<file path="src/rtl/epl_pkg.sv">
package epl_pkg;
   typedef enum logic [2:0] {
      ST_IDLE,
      ST_LEAD,
      ST_SEND,
      ST_WAIT,
      ST_RECV
   } epl_state_e;

   localparam int CHAR_LAST_BIT = 10;

   function automatic logic even_par(input logic [7:0] b);
      return ^b;
   endfunction
endpackage

</file>
<file path="src/rtl/epl_tx.sv">
module epl_tx #(
   parameter int CLK_DIV = 13021
) (
   input  logic       clk,
   input  logic       rst_n,
   input  logic       go,
   input  logic [7:0] din,
   output logic       txd,
   output logic       idle,
   output logic       last_tick
);
   import epl_pkg::*;

   localparam int DW = $clog2(CLK_DIV);
   localparam logic [DW-1:0] DIV_LAST = DW'(CLK_DIV - 1);
   localparam logic [3:0]    BIT_LAST = 4'(CHAR_LAST_BIT);

   logic          busy_q;
   logic [10:0]   sh;
   logic [3:0]    bitn;
   logic [DW-1:0] div;

   generate
      if (CLK_DIV < 4) begin : g_bad_div
         $error("epl_tx: CLK_DIV must be at least 4");
      end
   endgenerate

   assign last_tick = busy_q && (div == DIV_LAST) && (bitn == BIT_LAST);
   assign idle      = !busy_q;
   assign txd       = busy_q ? sh[0] : 1'b1;

   always_ff @(posedge clk or negedge rst_n) begin
      if (!rst_n) begin
         busy_q <= 1'b0;
         sh     <= '1;
         bitn   <= '0;
         div    <= '0;
      end else if (go && (!busy_q || last_tick)) begin
         sh     <= {1'b1, even_par(din), din, 1'b0};
         busy_q <= 1'b1;
         bitn   <= '0;
         div    <= '0;
      end else if (busy_q) begin
         if (div == DIV_LAST) begin
            div <= '0;
            sh  <= {1'b1, sh[10:1]};
            if (bitn == BIT_LAST) busy_q <= 1'b0;
            else                  bitn   <= bitn + 1'b1;
         end else begin
            div <= div + 1'b1;
         end
      end
   end

   a_r2_stop_bit_high: assert property (@(posedge clk) disable iff (!rst_n)
      (busy_q && bitn == BIT_LAST) |-> txd);
   a_r2_bit_index_bound: assert property (@(posedge clk) disable iff (!rst_n)
      busy_q |-> (bitn <= BIT_LAST));
endmodule

</file>
<file path="src/rtl/epl_rx.sv">
module epl_rx #(
   parameter int CLK_DIV     = 13021,
   parameter int SYNC_STAGES = 2
) (
   input  logic       clk,
   input  logic       rst_n,
   input  logic       en,
   input  logic       rxd,
   output logic       active,
   output logic       vld,
   output logic [7:0] dout,
   output logic       bad
);
   import epl_pkg::*;

   localparam int DW = $clog2(CLK_DIV);
   localparam logic [DW-1:0] DIV_LAST  = DW'(CLK_DIV - 1);
   localparam logic [DW-1:0] HALF_LAST = DW'(CLK_DIV / 2 - 1);
   localparam logic [3:0]    BIT_LAST  = 4'(CHAR_LAST_BIT);

   logic [SYNC_STAGES-1:0] sq;
   logic                   rs, prev;
   logic [3:0]             bitn;
   logic [8:0]             sh;
   logic [DW-1:0]          div;

   generate
      if (SYNC_STAGES < 2) begin : g_bad_sync
         $error("epl_rx: SYNC_STAGES must be at least 2");
      end
      for (genvar i = 0; i < SYNC_STAGES; i++) begin : g_sync
         if (i == 0) begin : g_first
            always_ff @(posedge clk or negedge rst_n)
               if (!rst_n) sq[0] <= 1'b1;
               else        sq[0] <= rxd;
         end else begin : g_next
            always_ff @(posedge clk or negedge rst_n)
               if (!rst_n) sq[i] <= 1'b1;
               else        sq[i] <= sq[i-1];
         end
      end
   endgenerate

   assign rs = sq[SYNC_STAGES-1];

   always_ff @(posedge clk or negedge rst_n) begin
      if (!rst_n) begin
         prev   <= 1'b1;
         active <= 1'b0;
         vld    <= 1'b0;
         dout   <= '0;
         bad    <= 1'b0;
         bitn   <= '0;
         sh     <= '0;
         div    <= '0;
      end else begin
         prev <= rs;
         vld  <= 1'b0;
         if (!active) begin
            if (en && prev && !rs) begin
               active <= 1'b1;
               div    <= '0;
               bitn   <= '0;
            end
         end else if (div == ((bitn == 4'd0) ? HALF_LAST : DIV_LAST)) begin
            div  <= '0;
            bitn <= bitn + 1'b1;
            if (bitn == 4'd0) begin
               if (rs) active <= 1'b0;
            end else if (bitn < BIT_LAST) begin
               sh <= {rs, sh[8:1]};
            end else begin
               active <= 1'b0;
               vld    <= 1'b1;
               dout   <= sh[7:0];
               bad    <= (^sh) | !rs;
            end
         end else begin
            div <= div + 1'b1;
         end
      end
   end

   a_r8_rx_bit_bound: assert property (@(posedge clk) disable iff (!rst_n)
      active |-> (bitn <= BIT_LAST));
   a_r5_vld_ends_char: assert property (@(posedge clk) disable iff (!rst_n)
      vld |-> !active);
endmodule

</file>
<file path="src/rtl/enc_param_link.sv">
module enc_param_link #(
   parameter int CLK_DIV     = 13021,
   parameter int REQ_DEPTH   = 16,
   parameter int RSP_DEPTH   = 16,
   parameter int RESP_BITS   = 110,
   parameter int IDLE_BITS   = 22,
   parameter int SYNC_STAGES = 2
) (
   input  logic                         clk,
   input  logic                         rst_n,
   input  logic                         req_we,
   input  logic [7:0]                   req_byte,
   input  logic                         start,
   output logic                         busy,
   output logic                         txd,
   output logic                         de,
   input  logic                         rxd,
   output logic                         done,
   output logic                         err,
   output logic                         tmo,
   output logic [$clog2(RSP_DEPTH+1)-1:0] rsp_cnt,
   input  logic [$clog2(RSP_DEPTH)-1:0]   rsp_idx,
   output logic [7:0]                   rsp_byte
);
   import epl_pkg::*;

   localparam int QW       = $clog2(REQ_DEPTH + 1);
   localparam int QA       = $clog2(REQ_DEPTH);
   localparam int RW       = $clog2(RSP_DEPTH + 1);
   localparam int AW       = $clog2(RSP_DEPTH);
   localparam int RESP_CYC = RESP_BITS * CLK_DIV;
   localparam int IDLE_CYC = IDLE_BITS * CLK_DIV;
   localparam int TMAX     = (RESP_CYC > IDLE_CYC) ? RESP_CYC : IDLE_CYC;
   localparam int TW       = $clog2(TMAX) + 1;
   localparam logic [TW-1:0] LEAD_LAST = TW'(CLK_DIV - 1);
   localparam logic [TW-1:0] RESP_LAST = TW'(RESP_CYC - 1);
   localparam logic [TW-1:0] IDLE_LAST = TW'(IDLE_CYC - 1);
   localparam logic [QW-1:0] REQ_FULL  = QW'(REQ_DEPTH);
   localparam logic [RW-1:0] RSP_FULL  = RW'(RSP_DEPTH);
   localparam logic [RW-1:0] RSP_MIN   = RW'(2);

   generate
      if (REQ_DEPTH < 2 || (REQ_DEPTH & (REQ_DEPTH - 1)) != 0) begin : g_bad_req
         $error("enc_param_link: REQ_DEPTH must be a power of two >= 2");
      end
      if (RSP_DEPTH < 2 || (RSP_DEPTH & (RSP_DEPTH - 1)) != 0) begin : g_bad_rsp
         $error("enc_param_link: RSP_DEPTH must be a power of two >= 2");
      end
      if (RESP_BITS < 1 || IDLE_BITS < 11) begin : g_bad_win
         $error("enc_param_link: windows too short");
      end
   endgenerate

   epl_state_e    st;
   logic [7:0]    req_mem [REQ_DEPTH];
   logic [7:0]    rsp_mem [RSP_DEPTH];
   logic [QW-1:0] req_n, idx;
   logic [RW-1:0] rsp_n;
   logic [7:0]    csum, rx_x, tx_byte, rx_dout;
   logic          rx_bad, ovf, err_q, tmo_q, done_q, de_q;
   logic [TW-1:0] tcnt;
   logic          tx_go, tx_idle, tx_last, rx_en, rx_act, rx_vld, rx_err;

   assign tx_byte = (idx == req_n) ? csum : req_mem[idx[QA-1:0]];
   assign tx_go   = ((st == ST_LEAD && tcnt == LEAD_LAST) || st == ST_SEND)
                    && (tx_idle || tx_last) && (idx <= req_n);
   assign rx_en   = (st == ST_WAIT) || (st == ST_RECV);

   epl_tx #(.CLK_DIV(CLK_DIV)) u_tx (
      .clk(clk), .rst_n(rst_n), .go(tx_go), .din(tx_byte),
      .txd(txd), .idle(tx_idle), .last_tick(tx_last)
   );

   epl_rx #(.CLK_DIV(CLK_DIV), .SYNC_STAGES(SYNC_STAGES)) u_rx (
      .clk(clk), .rst_n(rst_n), .en(rx_en), .rxd(rxd),
      .active(rx_act), .vld(rx_vld), .dout(rx_dout), .bad(rx_err)
   );

   always_ff @(posedge clk) begin
      if (st == ST_IDLE && !start && req_we && req_n < REQ_FULL)
         req_mem[req_n[QA-1:0]] <= req_byte;
      if (rx_vld && rsp_n < RSP_FULL)
         rsp_mem[rsp_n[AW-1:0]] <= rx_dout;
   end

   always_ff @(posedge clk or negedge rst_n) begin
      if (!rst_n) begin
         st     <= ST_IDLE;
         req_n  <= '0;
         idx    <= '0;
         csum   <= '0;
         rsp_n  <= '0;
         rx_x   <= '0;
         rx_bad <= 1'b0;
         ovf    <= 1'b0;
         tcnt   <= '0;
         err_q  <= 1'b0;
         tmo_q  <= 1'b0;
         done_q <= 1'b0;
         de_q   <= 1'b0;
      end else begin
         done_q <= 1'b0;
         case (st)
            ST_IDLE: begin
               if (start) begin
                  st     <= ST_LEAD;
                  de_q   <= 1'b1;
                  tcnt   <= '0;
                  idx    <= '0;
                  csum   <= '0;
                  err_q  <= 1'b0;
                  tmo_q  <= 1'b0;
                  rsp_n  <= '0;
                  rx_x   <= '0;
                  rx_bad <= 1'b0;
                  ovf    <= 1'b0;
               end else if (req_we && req_n < REQ_FULL) begin
                  req_n <= req_n + 1'b1;
               end
            end
            ST_LEAD: begin
               tcnt <= tcnt + 1'b1;
               if (tx_go) st <= ST_SEND;
            end
            ST_SEND: begin
               if (tx_last && idx > req_n) begin
                  de_q  <= 1'b0;
                  st    <= ST_WAIT;
                  tcnt  <= '0;
                  req_n <= '0;
               end
            end
            ST_WAIT: begin
               if (rx_act) begin
                  st   <= ST_RECV;
                  tcnt <= '0;
               end else if (tcnt == RESP_LAST) begin
                  st     <= ST_IDLE;
                  done_q <= 1'b1;
                  tmo_q  <= 1'b1;
               end else begin
                  tcnt <= tcnt + 1'b1;
               end
            end
            ST_RECV: begin
               if (rx_act || rx_vld) begin
                  tcnt <= '0;
               end else if (tcnt == IDLE_LAST) begin
                  st     <= ST_IDLE;
                  done_q <= 1'b1;
                  err_q  <= rx_bad || ovf || (rsp_n < RSP_MIN) || (rx_x != 8'h00);
               end else begin
                  tcnt <= tcnt + 1'b1;
               end
            end
            default: st <= ST_IDLE;
         endcase
         if (tx_go) begin
            idx  <= idx + 1'b1;
            csum <= csum ^ tx_byte;
         end
         if (rx_vld) begin
            rx_x   <= rx_x ^ rx_dout;
            rx_bad <= rx_bad | rx_err;
            if (rsp_n == RSP_FULL) ovf   <= 1'b1;
            else                   rsp_n <= rsp_n + 1'b1;
         end
      end
   end

   assign busy     = (st != ST_IDLE);
   assign de       = de_q;
   assign done     = done_q;
   assign err      = err_q;
   assign tmo      = tmo_q;
   assign rsp_cnt  = rsp_n;
   assign rsp_byte = rsp_mem[rsp_idx];

   a_r4_tx_under_de: assert property (@(posedge clk) disable iff (!rst_n)
      !txd |-> de_q);
   a_r5_no_rx_while_driving: assert property (@(posedge clk) disable iff (!rst_n)
      de_q |-> !rx_act);
   a_r6_done_pulse: assert property (@(posedge clk) disable iff (!rst_n)
      done_q |=> !done_q);
   a_r9_one_outcome: assert property (@(posedge clk) disable iff (!rst_n)
      done_q |-> !(err_q && tmo_q));
   a_r10_buffer_frozen: assert property (@(posedge clk) disable iff (!rst_n)
      (rx_en && req_we) |=> (req_n == '0));
   a_r11_count_cap: assert property (@(posedge clk) disable iff (!rst_n)
      rsp_n <= RSP_FULL);
endmodule

</file>
<file path="config.mk">
export PLATFORM = sky130hd
export DESIGN_NAME = enc_param_link
export DESIGN_NICKNAME = d
export VERILOG_FILES = /design/src/rtl/epl_pkg.sv /design/src/rtl/epl_tx.sv /design/src/rtl/epl_rx.sv /design/src/rtl/enc_param_link.sv
export SDC_FILE = /design/constraint.sdc
export NUM_CORES = 1
export LEC_CHECK = 0
export ABC_AREA = 1
export CORE_ASPECT_RATIO = 1.1
export CORE_MARGIN = 10
export CORE_UTILIZATION = 53
export DETAILED_ROUTE_END_ITERATION = 10
export PLACE_DENSITY = 0.69
export SYNTH_ARGS = -nofsm -noshare
export SYNTH_HDL_FRONTEND = slang
export SYNTH_HIERARCHICAL = 1
export SYNTH_SLANG_ARGS = --single-unit
</file>
<file path="constraint.sdc">
create_clock -name clk -period 3.46 [get_ports clk]
set_input_delay 0.519 -clock clk [delete_from_list [all_inputs] [get_ports clk]]
set_output_delay 0.519 -clock clk [all_outputs]
set_load 0.01 [all_outputs]
</file>
# == Word-level counts from Yosys, hierarchy flattened ==
# Memory sizes are Yosys's and may differ from the RTL's.
# Cells that the tools add are included.
# classes
addsub,8
reduce_logical,54
eq_ne,26
order_cmp,6
muxes,88
n_bitwise,6
# op_table
op,count
two-way mux 22 bit,6
case mux 22 bit (5 select lines),1
two-way mux 14 bit,7
two-way mux 5 bit,10
two-way mux 8 bit,5
two-way mux 1 bit,36
two-way mux 11 bit,3
adder 14 x 1 -> 14 bit (second input constant),2
two-way mux 4 bit,7
adder 22 x 1 -> 22 bit (second input constant),1
equality test 22 x 14 -> 1 bit (second input constant),1
equality test 22 x 19 -> 1 bit (second input constant),1
equality test 22 x 21 -> 1 bit (second input constant),1
two-way mux 3 bit,7
AND reduction 4 bit,5
nonzero test 2 bit,10
bitwise XOR 8 bit,2
adder 5 x 1 -> 5 bit (second input constant),3
case mux 3 bit (5 select lines),1
equality test 14 bit,1
equality test 14 bit (second input constant),1
logical AND 1 bit,14
inequality test 2 x 1 -> 1 bit (second input constant),6
< comparator 5 bit (second input constant),2
32 further kinds,55
# totals
inputBits,17
n_memories,2
ram_bits,256
register_bits,133
elab_cells,217
# mem_list
name,depth,word_bits,read_ports,rd_clocked_by_memory_dff,write_ports,line_no,source
req_mem,16,8,1,0,1,enc_param_link.sv:55,logic [7:0] req_mem [REQ_DEPTH];
rsp_mem,16,8,1,0,1,enc_param_link.sv:56,logic [7:0] rsp_mem [RSP_DEPTH];

# == Depth between registers and ports, before layout ==
# Gate-level depths: netlist (run 1).
# logic_depth
ltp_word,9
mapped_depth,19
mapped_depth_nobuf,18

# == Hierarchy ==
# Netlist (run 1), hierarchy kept.
# by_module_without_submodules
module,area_each_um2,n_inst,cells_each,seq_area_each_um2
enc_param_link,15023.2,1,1527,9238.9
epl_rx,2239.6,1,291,1029.7
epl_tx,1853.0,1,244,738.2

# == Worst setup path after synthesis (run 1) ==
# Ideal clock, no wire load.
# synth_timing
path_kind,reg2reg
from,register idx[0]
to,register u_tx.sh[9]
required_time_ps,3393
slack_ps,938
arrival_ps,2455
n_path_buf,3
stages_incl_launch_ff,15
path_cell_list,dfrtp_1 > inv_2 > buf_2 > clkbuf_1 > ha_1 > nand2_1 > clkbuf_1 > nand3_1 > o21a_1 > xnor2_1 > xor2_1 > nand2_1 > nand2_1 > nor2_1 > nor2_1
# synth_between
word_cells_on_any_way,11
# synth_rtl
element,line_no,source
start: declaration,enc_param_link.sv:57,"logic [QW-1:0] req_n, idx;"
start signal: assignment,enc_param_link.sv:159,idx <= idx + 1'b1;
memory (16 x 8 bit) / equality test 5 bit (equally long branches),n/a,
two-way mux 8 bit *,enc_param_link.sv:64,assign tx_byte = (idx == req_n) ? csum : req_mem[idx[QA-1:0]];
net tx_byte[5],enc_param_link.sv:59,"logic [7:0] csum, rx_x, tx_byte, rx_dout;"
parity 8 bit *,epl_pkg.sv:13,return ^b;
two-way mux 11 bit *,epl_tx.sv:39,end else if (go && (!busy_q || last_tick)) begin
end signal: assignment,epl_tx.sv:40,"sh <= {1'b1, even_par(din), din, 1'b0};"
end signal: assignment,epl_tx.sv:47,"sh <= {1'b1, sh[10:1]};"
end: declaration,epl_tx.sv:19,logic [10:0] sh;
# Mark *: on every way through the listed nets, which the timed path passes. The rest lies on a longest branch.
# A chain may end at the register's enable or synchronous reset.

# == Final worst setup path (run 1) ==
# layout_timing
from,input port rsp_idx[1]
to,output port rsp_byte[0]
# layout_between
elab_chain_cells,1
# layout_rtl
element,line_no,source
start: declaration,enc_param_link.sv:22,"input logic [$clog2(RSP_DEPTH)-1:0] rsp_idx,"
memory (16 x 8 bit),n/a,
end: declaration,enc_param_link.sv:23,output logic [7:0] rsp_byte
# Every way passes these cells.

==> metrics.md, run 1 <==
| Metric | Value |
|---|---|
| Share of the synthesized area in the top cell type | `40.2%` |
| Worst Setup Path Type | `primary input to output pin` |
| IO Count | `36` |
| Die span in y | `219 um` |
| Max cap viols | `0` |
| Worst Path Required | `2.94 ns` |
| H-tree Lvls | `2` |
| Largest net degree at the start of global routing | `92` |
| Non-Filler Instances | `2609` |
| Critical Path AT | `2.61 ns` |
| DRT iter0 DRCs | `1397` |
| Post-synth EDFFs | `256` |
| Initial Util | `54.0%` |
| Clk buf depth | `3` |
| CTS clock-pin slew for the worst setup and hold paths | `0.06 ns` |
| Crit path cell chain | `clkdlybuf4s50_1, inv_1, o21ai_0, o211ai_1, nand2_1, clkdlybuf4s50_1` |
| Pre-CTS setup slack | `0.350 ns` |
| Clock latency on the worst-skew pair | `0.56 ns` |
| DRC Markers | `0` |
| CP peak stage delay | `0.66 ns` |
| Worst Hold Class | `primary input to asynchronous set/reset pin` |
| Grt ovf | `0` |
| Synth Cell Area | `19100 um^2` |
| Most Frequent Cell on Critical Path | `clkdlybuf4s50_1` |
| Critical R2R Launch | `tcnt[0]$_DFFE_PN0P_` |
| Fmax | `0.320 GHz` |
| Root buf cell | `clkbuf_16` |
| Final #Nets | `2135` |
| IO Port Bufs | `35` |
| Fin Hold WS | `0.0176 ns` |
| Worst slew pin tran | `0.902 ns` |
| Startpoint Class | `primary input` |
| Tcrit/Tclk final | `90.3%` |
| Status | `complete, no violations` |
| Row count | `72` |
| Most frequent cells after synthesis | `nand2_1, edfxtp_1, inv_1, nand3_1, nor2_1` |
| Placed inst area | `19900 um^2` |
| # clock sinks | `388` |
| Synth Area per Inst | `9.27 um^2` |
| Final hold vios | `0` |
| Worst setup EP type | `output pin` |
| Crit path max fanout | `32` |
| Number of synthesized register bits | `388` |
| Final ANT Viol Nets | `0` |
| Slew Viols, Final | `0` |
| Final worst setup slack | `0.335 ns` |
| Area of the core | `35400 um^2` |
| Share of post-route cells with drive strength above 1 | `7.19%` |
| Leak | `9.04 nW` |
| Pwr per Cell Area | `453 nW/um^2` |
| Asr flop ratio synth | `34.0%` |
| Setup violators final | `0` |
| Normalized max-slew margin | `39.8%` |
| Number of global-route vias before repair | `13600` |
| Initial antenna violation count | `0` |
| Synth area leaders | `edfxtp_1, dfrtp_1, nand2_1` |
| # hold bufs at CTS | `0` |
| Critical path's slowest cell | `inv_1` |
| Routed vias | `14100` |
| VDD IR max | `0.370 mV` |
| Final Cell Area | `21300 um^2` |
| CTS buffer count | `42` |
| Synth Net Count | `2103` |
| Register area share after synthesis | `57.6%` |
| Clock Skew | `0.0131 ns` |
| Global-route wire length before repair | `70200 um` |
| CTS tree | `built` |
| Die Wd | `201 um` |
| Vias per inst | `5.42` |
| Crit. Startpoint | `rsp_idx[1]` |
| CTS resizes | `0` |
| Hpwl dp | `28800 um` |
| RePlAce Congestion | `0.910` |
| Initial DRT Pass Iterations | `5` |
| Fillers | `2998` |
| Syn Inst Count | `2062` |
| Unrepaired setup endpoints after global routing | `no` |
| Cell variety after synth | `50` |
| Routed WL per cell | `16.5 um` |
| Antenna Cells | `0` |
| Post-CTS setup buffer count | `0` |
| Final WL | `43100 um` |
| Top-count cell post-synth | `nand2_1` |
| Yosys top cell by area | `edfxtp_1` |
| Fin crit period | `3.13 ns` |
| TNS Setup | `0 ns` |
| Layout overhead on the synthesized area | `11.6%` |
| Placed insts | `2531` |
| Most used DFF post-synth | `edfxtp_1` |
| Die area | `44100 um^2` |
| GRT Total Usage | `19.4%` |
| Flop2flop setup slack | `0.65 ns` |
| Synth Warn # | `6` |
==> cells in the final DEF, fill, tap and decap left out, drive strengths merged, types with 6 or more instances in the layout <==
| cell | count |
|---|---|
| nand2 | 557 |
| dfrtp | 119 |
| o21a | 8 |
| nand3 | 234 |
| clkinv | 19 |
| clkdlybuf4s50 | 33 |
| a21oi | 55 |
| dfstp | 13 |
| inv | 256 |
| edfxtp | 256 |
| xor2 | 35 |
| nor3 | 16 |
| nor2 | 157 |
| xnor2 | 8 |
| o22ai | 11 |
| nand4 | 34 |
| ha | 24 |
| a22oi | 6 |
| clkbuf | 57 |
| buf | 27 |
| o211ai | 35 |
| mux2i | 32 |
| o21ai | 108 |
==> stage by stage <==
step	power, mW	util [%]
final	9.67	60.2
after global routing	9.96	60.2
after detailed placement	5.22	56.2
after floorplan	5.11	-
after global placement	5.22	56.2
after CTS	9.75	60.2
==> sequential cells by signal (all words and copies together), names as in the netlist, 9 cells and up <==
register,cells
u_rx/sh,9
u_tx/sh,10
u_rx/div,14
req_mem,128
u_tx/div,14
tcnt,22
rsp_mem,128
==> layout make-up <==
class	count	area, um^2	share of cell area [%]
clock buffers	57	1190	5.57
repair buffers	60	574	2.69
inverters	260	982	4.60
well taps	481	602	2.82
multi-input cells	1342	6740	31.6
clock inverters	21	233	1.09
flip-flops and latches	388	11000	51.6
==> layer usage <==
| metal | track usage (%) | wire length, um |
|---|---|---|
| met2 | 33.1 | 21000 |
| met3 | 3.08 | 2610 |
| met5 | 0 | 0 |
| met4 | 6.74 | 1250 |
| met1 | 24.7 | 18300 |
==> power by group <==
| group | switching, mW | internal (mW) | total, mW | leakage, nW |
|---|---|---|---|---|
| Combinational | 0.128 | 0.0638 | 0.192 | 4.71 |
| Clock | 1.82 | 2.72 | 4.54 | 0.683 |
| Sequential | 0.00180 | 4.93 | 4.94 | 3.65 |
| Total | 1.95 | 7.71 | 9.67 | 9.04 |
==> worst paths after layout <==
| kind | end | cells after the start |
|---|---|---|
| worst max-delay path | rsp_byte[0] | 6 |
| worst min-delay path | u_tx/div[8]$_DFFE_PN0N_ | 1 |
| worst max register to register | u_tx/sh[0]$_DFFE_PN1P_ | 17 |
| worst min register to register | u_rx/rs$_DFF_PN1_ | 0 |
| max in group asynchronous | u_rx/div[3]$_DFFE_PN0P_ | 2 |
| min in group clk | u_rx/rs$_DFF_PN1_ | 0 |
==> worst max-delay path: cells and delay by family <==
| kind | cells | cell delay [ns] |
|---|---|---|
| AND/OR/NAND/NOR | 1 | 0.10 |
| buffers and inverters | 3 | 1.56 |
| AO/OA/AOI/OAI | 2 | 0.41 |
==> cell families (layout without fill, tap and decap cells) <==
family / after synthesis / in the layout / synth area share (%)
XOR/XNOR: 43 / 43 / 1.97
multiplexers: 32 / 32 / 1.68
flip-flops: 388 / 388 / 57.6
buffers and inverters: 332 / 398 / 7.15
AND/OR/NAND/NOR: 1012 / 1012 / 23.1
adder cells (fa/ha/maj): 24 / 24 / 1.57
AO/OA/AOI/OAI: 231 / 231 / 6.96
Power figures use the tool's default switching activity.
==> run 2: changes to the inputs <==
SKIP_LAST_GASP = 1   (was not set)
==> results of run 2 <==
Final layout, timing and power as in run 1 (identical DEF).
